<file path="src/rtl/fskm_pkg.sv">
package fskm_pkg;

    localparam int SMP_W     = 16;
    localparam int TABLE_LEN = 40;
    localparam int QTR_LEN   = TABLE_LEN / 4;
    localparam int TONE_AMPL = 30000;

    typedef logic signed [SMP_W-1:0] smp_t;

    typedef enum logic [1:0] {
        SQ_IDLE,
        SQ_SYNC,
        SQ_DATA
    } seq_mode_e;

    typedef enum logic [1:0] {
        EMIT_ZERO,
        EMIT_SYNC,
        EMIT_TONE
    } emit_e;

    typedef struct packed {
        smp_t value;
        logic frm;
        logic bst;
    } out_word_t;

    // quarter-wave cosine, entry r = round(TONE_AMPL * cos(2*pi*r/TABLE_LEN))
    function automatic smp_t qcos(input int r);
        case (r)
            0:       return 16'sd30000;
            1:       return 16'sd29631;
            2:       return 16'sd28532;
            3:       return 16'sd26730;
            4:       return 16'sd24271;
            5:       return 16'sd21213;
            6:       return 16'sd17634;
            7:       return 16'sd13620;
            8:       return 16'sd9271;
            9:       return 16'sd4693;
            default: return 16'sd0;
        endcase
    endfunction

endpackage

</file>
<file path="src/rtl/fskm_bit_collector.sv">
module fskm_bit_collector #(
    parameter int N_BITS = 17
) (
    input  logic              clk,
    input  logic              rst,
    input  logic              in_valid,
    input  logic              in_bit,
    output logic              in_ready,
    input  logic              take,
    output logic              full,
    output logic [N_BITS-1:0] group_bits
);
    localparam int CW = $clog2(N_BITS + 1);

    logic [CW-1:0]     cnt;
    logic [N_BITS-1:0] sreg;
    logic              accept;

    assign full       = (cnt == CW'(N_BITS));
    assign in_ready   = !full;
    assign accept     = in_valid && in_ready;
    assign group_bits = sreg;

    // first bit taken ends at position 0 once the group is full
    always_ff @(posedge clk) begin
        if (rst) begin
            cnt  <= '0;
            sreg <= '0;
        end else if (take) begin
            cnt <= '0;
        end else if (accept) begin
            sreg <= {in_bit, sreg[N_BITS-1:1]};
            cnt  <= cnt + 1'b1;
        end
    end

endmodule

</file>
<file path="src/rtl/fskm_tone_rom.sv">
module fskm_tone_rom
    import fskm_pkg::*;
#(
    parameter int PH_W = 6
) (
    input  logic [PH_W-1:0] phase,
    output smp_t            value
);
    int p;
    int quad;
    int rem;

    always_comb begin
        p    = int'(phase);
        quad = p / QTR_LEN;
        rem  = p % QTR_LEN;
        case (quad)
            0:       value = qcos(rem);
            1:       value = -qcos(QTR_LEN - rem);
            2:       value = -qcos(rem);
            default: value = qcos(QTR_LEN - rem);
        endcase
    end

endmodule

</file>
<file path="src/rtl/fskm_sequencer.sv">
module fskm_sequencer
    import fskm_pkg::*;
#(
    parameter int BITS = 17,
    parameter int SPB  = 80,
    parameter int SLOW = 1,
    parameter int FAST = 2,
    parameter int TLEN = 40
) (
    input  logic                          clk,
    input  logic                          rst,
    input  logic                          strobe,
    input  logic                          coll_full,
    input  logic [BITS-1:0]               coll_bits,
    output logic                          take,
    output emit_e                         emit,
    output logic [$clog2(TLEN)-1:0]       phase,
    output logic                          frame_mark,
    output logic                          bit_mark
);
    localparam int CNT_W  = $clog2(SPB);
    localparam int BIDX_W = $clog2(BITS);
    localparam int PH_W   = $clog2(TLEN);
    localparam logic [PH_W:0] TLEN_X = (PH_W+1)'(TLEN);

    seq_mode_e         mode;
    logic [CNT_W-1:0]  scnt;
    logic [BIDX_W-1:0] bidx;
    logic [PH_W-1:0]   ph;
    logic [BITS-1:0]   fbits;

    logic              launch;
    logic              slot_end;
    logic              last_bit;
    logic [PH_W-1:0]   step;
    logic [PH_W:0]     ph_sum;
    logic [PH_W:0]     ph_next;

    assign launch   = strobe && (mode == SQ_IDLE) && coll_full;
    assign slot_end = (scnt == CNT_W'(SPB - 1));
    assign last_bit = (bidx == BIDX_W'(BITS - 1));
    assign step     = fbits[0] ? PH_W'(FAST) : PH_W'(SLOW);
    assign ph_sum   = {1'b0, ph} + {1'b0, step};
    assign ph_next  = (ph_sum >= TLEN_X) ? (ph_sum - TLEN_X) : ph_sum;

    assign take       = launch;
    assign frame_mark = launch;
    assign bit_mark   = (mode == SQ_DATA) && (scnt == '0);
    assign phase      = ph;

    always_comb begin
        if (mode == SQ_DATA)
            emit = EMIT_TONE;
        else if (launch)
            emit = EMIT_SYNC;
        else
            emit = EMIT_ZERO;
    end

    always_ff @(posedge clk) begin
        if (rst) begin
            mode  <= SQ_IDLE;
            scnt  <= '0;
            bidx  <= '0;
            ph    <= '0;
            fbits <= '0;
        end else if (strobe) begin
            case (mode)
                SQ_IDLE: begin
                    if (coll_full) begin
                        mode  <= SQ_SYNC;
                        scnt  <= CNT_W'(1);
                        fbits <= coll_bits;
                    end
                end
                SQ_SYNC: begin
                    if (slot_end) begin
                        mode <= SQ_DATA;
                        scnt <= '0;
                        bidx <= '0;
                        ph   <= '0;
                    end else begin
                        scnt <= scnt + 1'b1;
                    end
                end
                default: begin
                    if (slot_end) begin
                        scnt  <= '0;
                        ph    <= '0;
                        fbits <= fbits >> 1;
                        if (last_bit)
                            mode <= SQ_IDLE;
                        else
                            bidx <= bidx + 1'b1;
                    end else begin
                        scnt <= scnt + 1'b1;
                        ph   <= ph_next[PH_W-1:0];
                    end
                end
            endcase
        end
    end

endmodule

</file>
<file path="src/rtl/fskm_frame_mod.sv">
module fskm_frame_mod
    import fskm_pkg::*;
#(
    parameter int BITS_PER_FRAME  = 17,
    parameter int SAMPLES_PER_BIT = 80,
    parameter int SLOW_STEP       = 1,
    parameter int FAST_STEP       = 2,
    parameter int SYNC_LEVEL      = 32767
) (
    input  logic        clk,
    input  logic        rst,
    input  logic        smp_en,
    input  logic        bit_in,
    input  logic        bit_valid,
    output logic        bit_ready,
    output logic [15:0] out_sample,
    output logic        out_valid,
    output logic        frame_start,
    output logic        bit_start
);
    localparam int PH_W = $clog2(TABLE_LEN);

    logic                      coll_full;
    logic [BITS_PER_FRAME-1:0] coll_bits;
    logic                      take;
    emit_e                     emit;
    logic [PH_W-1:0]           phase;
    logic                      frame_mark;
    logic                      bit_mark;
    smp_t                      tone_val;
    out_word_t                 next_word;
    out_word_t                 out_q;
    logic                      valid_q;

    fskm_bit_collector #(
        .N_BITS(BITS_PER_FRAME)
    ) u_collect (
        .clk       (clk),
        .rst       (rst),
        .in_valid  (bit_valid),
        .in_bit    (bit_in),
        .in_ready  (bit_ready),
        .take      (take),
        .full      (coll_full),
        .group_bits(coll_bits)
    );

    fskm_sequencer #(
        .BITS(BITS_PER_FRAME),
        .SPB (SAMPLES_PER_BIT),
        .SLOW(SLOW_STEP),
        .FAST(FAST_STEP),
        .TLEN(TABLE_LEN)
    ) u_seq (
        .clk       (clk),
        .rst       (rst),
        .strobe    (smp_en),
        .coll_full (coll_full),
        .coll_bits (coll_bits),
        .take      (take),
        .emit      (emit),
        .phase     (phase),
        .frame_mark(frame_mark),
        .bit_mark  (bit_mark)
    );

    fskm_tone_rom #(
        .PH_W(PH_W)
    ) u_rom (
        .phase(phase),
        .value(tone_val)
    );

    always_comb begin
        case (emit)
            EMIT_TONE: next_word.value = tone_val;
            EMIT_SYNC: next_word.value = smp_t'(SYNC_LEVEL);
            default:   next_word.value = '0;
        endcase
        next_word.frm = frame_mark;
        next_word.bst = bit_mark;
    end

    always_ff @(posedge clk) begin
        if (rst) begin
            out_q   <= '0;
            valid_q <= 1'b0;
        end else if (smp_en) begin
            out_q   <= next_word;
            valid_q <= 1'b1;
        end else begin
            out_q.frm <= 1'b0;
            out_q.bst <= 1'b0;
            valid_q   <= 1'b0;
        end
    end

    assign out_sample  = out_q.value;
    assign out_valid   = valid_q;
    assign frame_start = out_q.frm;
    assign bit_start   = out_q.bst;

endmodule

</file>
<file path="config.mk">
export PLATFORM = sky130hd
export DESIGN_NAME = fskm_frame_mod
export DESIGN_NICKNAME = d
export VERILOG_FILES = /design/src/rtl/fskm_pkg.sv /design/src/rtl/fskm_bit_collector.sv /design/src/rtl/fskm_tone_rom.sv /design/src/rtl/fskm_sequencer.sv /design/src/rtl/fskm_frame_mod.sv
export SDC_FILE = /design/constraint.sdc
export NUM_CORES = 1
export LEC_CHECK = 0
export BUFFER_PORTS_ARGS = -buffer_cell sky130_fd_sc_hd__buf_4
export CORE_MARGIN = 4
export CORE_UTILIZATION = 63
export CTS_BUF_LIST = sky130_fd_sc_hd__clkbuf_4 sky130_fd_sc_hd__clkbuf_8 sky130_fd_sc_hd__clkbuf_16
export CTS_CLUSTER_SIZE = 40
export DETAILED_ROUTE_END_ITERATION = 6
export PLACE_DENSITY = 0.81
export SLEW_MARGIN = 20
export SYNTH_ARGS = -nofsm -noshare
export SYNTH_HDL_FRONTEND = slang
export SYNTH_SLANG_ARGS = --single-unit
</file>
<file path="constraint.sdc">
create_clock -name clk -period 7.7 [get_ports clk]
set_input_delay 0 -clock clk [delete_from_list [all_inputs] [get_ports clk]]
set_output_delay 0 -clock clk [all_outputs]
set_load 0.02 [all_outputs]
</file>
==> flow_summary.yaml <==
status:
  status: "finished, final reports clean"
critical_path:
  cp-end-kind: "register"
  required_ns: 7.91
  startpoint: "u_seq.phase[4]$_SDFFE_PP0P_"
  endpoint: "out_sample[14]$_SDFFE_PP0P_"
  reg2reg_to: "out_sample[14]$_SDFFE_PP0P_"
  cp-start-kind: "register"
  r2r_cells: 21
  reg2reg_from: "u_seq.phase[4]$_SDFFE_PP0P_"
  arrival_ns: 6.89
  critical_path_class: "register to register"
  cp_max_fo: 21
  rrSetupSlack_ns: 1.02
sta:
  post-route-period-util_pct: 86.8
  grt_setup_unrepaired: "false"
  fmax_ghz: 0.150
  period_needed_ns: 6.68
  fin_tns_setup_ns: 0
  tightest_slew_ns: 1.07
  setup_viol: 0
  hold_violations: 0
  relSlewSlack_pct: 28.4
  slew_viol_final: 0
  fin_skew_ns: 0.00950
routing:
  postRouteAntennaNets: 0
  avgViaCountPerCell: 6.55
  drc_errors: 0
  drt_iter0_drc: 603
  num_vias: 5872
  first_pass_iters: 5
  totalWireLength_mm: 15.8
  wl_per_cell_um: 17.6
global_routing:
  grt_pass1_vias: 5507
  grt_max_degree: 76
  grt_pass1_wl_mm: 26.5
  track_usage_pct: 28.5
  antenna_found_initial: 0
  grt-ovfl-total: 0
finish:
  fin_util_pct: 68.3
  instances_no_fill: 897
  stdcell_area_um2: 6280
  layout_common_cells: "132 x nand2_1, 79 x nor2_1, 78 x dfxtp_1"
  mostFrequentLayoutCell: "nand2_1"
  syn2layout_area_growth_pct: 5.64
  drive_gt1_share_pct: 10.6
  antenna_cells: 0
  nFillCells: 802
  nets: 810
clocking:
  htree_levels: 3
  clock_latency_ns: 0.35
  cts_tree: "yes"
  clock-sinks: 78
  cts_buffers: 9
  root_buffer: "clkbuf_8"
  cts_resized: 0
  clockBufferDepth: 2
  clk_pin_slew_ns: 0.08
  cts-hold-fix-buffers: 1
  post-cts-setup-buffers: 0
die:
  die-width_um: 105
  die_y_um: 105
  fp-row-count: 35
  core_um2: 9200
  initial_core_util_pct: 64.6
  io_pins: 25
  die_area_um2: 11100
worst_hold_path:
  hp-class: "input port to register"
yosys:
  synth_xor_area_share_pct: 4.97
  syn_nets: 826
  synthMuxAreaShare_pct: 2.69
  synth_top_family_by_area: "compound AO/OA/AOI/OAI gates"
  ys_warn_count: 0
  synth-simple-area-share_pct: 25.5
  synthCells: 797
  synthArstFlopShare_pct: 0
  syn_area_per_cell_um2: 7.46
  netlist_area_um2: 5940
  synth_fa_ha_area_share_pct: 5.51
  synth_compound_area_share_pct: 28.8
  ys_seq_elements: 78
  synth_edf_count: 0
  synth_flop_cell: "dfxtp_1"
  ys_types: 89
  yosysSeqAreaShare_pct: 26.3
job:
  max_cap_violations: 0
pwr:
  leakage_nw: 2.29
  ir_drop_uv: 125
  p_total_w: 0.000762
  power_density_nw_per_um2: 121
placement:
  placed_area_um2: 6040
  dp_cells: 880
  hpwl_mm: 11.3
  io_buffers: 24
  gp_congestion: 0.969
==> where the power goes <==
| part | switching (W) | internal (W) | leakage, nW |
|---|---|---|---|
| Clock | 0.000152 | 0.000183 | 0.102 |
| Sequential | 0.00000206 | 0.000405 | 0.629 |
| Combinational | 0.0000149 | 0.00000515 | 1.56 |
==> registers in the layout, summed over array words and instances (netlist names) <==
name                  flops
u_seq.scnt                7
u_seq.phase               6
u_seq.fbits              17
frame_start               1
u_collect.group_bits     17
bit_start                 1
u_seq.bidx                5
u_collect.cnt             5
u_seq.mode                2
out_sample               16
out_valid                 1
==> cells in the mapped netlist (15+ instances only) <==
cell type / count / share of area [%]
xnor2_1: 20 / 2.9
o21ai_0: 28 / 2.4
nor2_1: 80 / 5.1
clkbuf_1: 37 / 2.3
a311oi_1: 18 / 2.7
inv_1: 21 / 1.3
ha_1: 23 / 4.8
a21oi_1: 63 / 5.3
dfxtp_1: 78 / 26
a211oi_1: 15 / 1.9
nand2_1: 132 / 8.3
nor3_1: 26 / 2.2
nand3_1: 24 / 2.0
==> area by class of cell <==
cell class	count	area [µm²]	area share, %
flip-flops and latches	78	1560	24.9
multi-input cells	636	4020	64.1
clock buffers	9	124	1.97
repair buffers	32	243	3.87
inverters	24	92.6	1.47
well taps	111	139	2.21
clock inverters	7	96.3	1.53
==> per-layer routing <==
layer	wire length, µm	GRT usage, %
met1	6940	38.9
met2	7340	47.0
met3	1190	4.57
met4	292	7.31
met5	0	0
==> critical path: stages, from the launching register on <==
cell      delay (ns)
dfxtp_1         0.71
or2_1           0.32
ha_1            0.36
nor2b_1         0.50
a211oi_1        0.21
a221oi_4        0.41
ha_1            0.40
mux2_4          0.40
inv_4           0.22
ha_1            0.51
clkinv_1        0.37
nand3_1         0.16
a21o_1          0.14
nand2_1         0.05
nand2_1         0.06
ha_1            0.28
o31ai_1         0.11
a311o_1         0.34
a211oi_1        0.29
a41oi_1         0.28
a211oi_1        0.33
o22ai_1         0.09
==> logic make-up after synthesis <==
group	count (synthesis)
and+or+nand+nor	327
AOI/OAI and AO/OA	237
buffers and inverters	83
DFF	78
xor gates and xnor gates	32
adders and majority gates	26
muxes	14
==> how the worst min path moves through the flow <==
stage	cells past startpoint	slack [ns]	from	endpoint
after CTS	3	0.03	smp_en	u_seq.scnt[0]$_SDFFE_PP0P_
after global routing	3	0.07	smp_en	u_seq.scnt[0]$_SDFFE_PP0P_
after global placement	3	0.25	bit_in	u_collect.group_bits[16]$_SDFFE_PP0P_
final	3	0.04	smp_en	u_seq.scnt[0]$_SDFFE_PP0P_
after floorplan	2	0.14	bit_in	u_collect.group_bits[16]$_SDFFE_PP0P_
after detailed placement	3	0.25	bit_in	u_collect.group_bits[16]$_SDFFE_PP0P_
==> stage by stage <==
step           setup WS, ns  hold WS [ns]
2_1_floorplan          2.10         0.136
3_3_place_gp           1.36         0.249
3_5_place_dp           1.20         0.255
4_1_cts                1.16        0.0275
5_1_grt               0.482        0.0736
6_report               1.02        0.0448
Note: power is estimated with default switching activity, not from simulation.
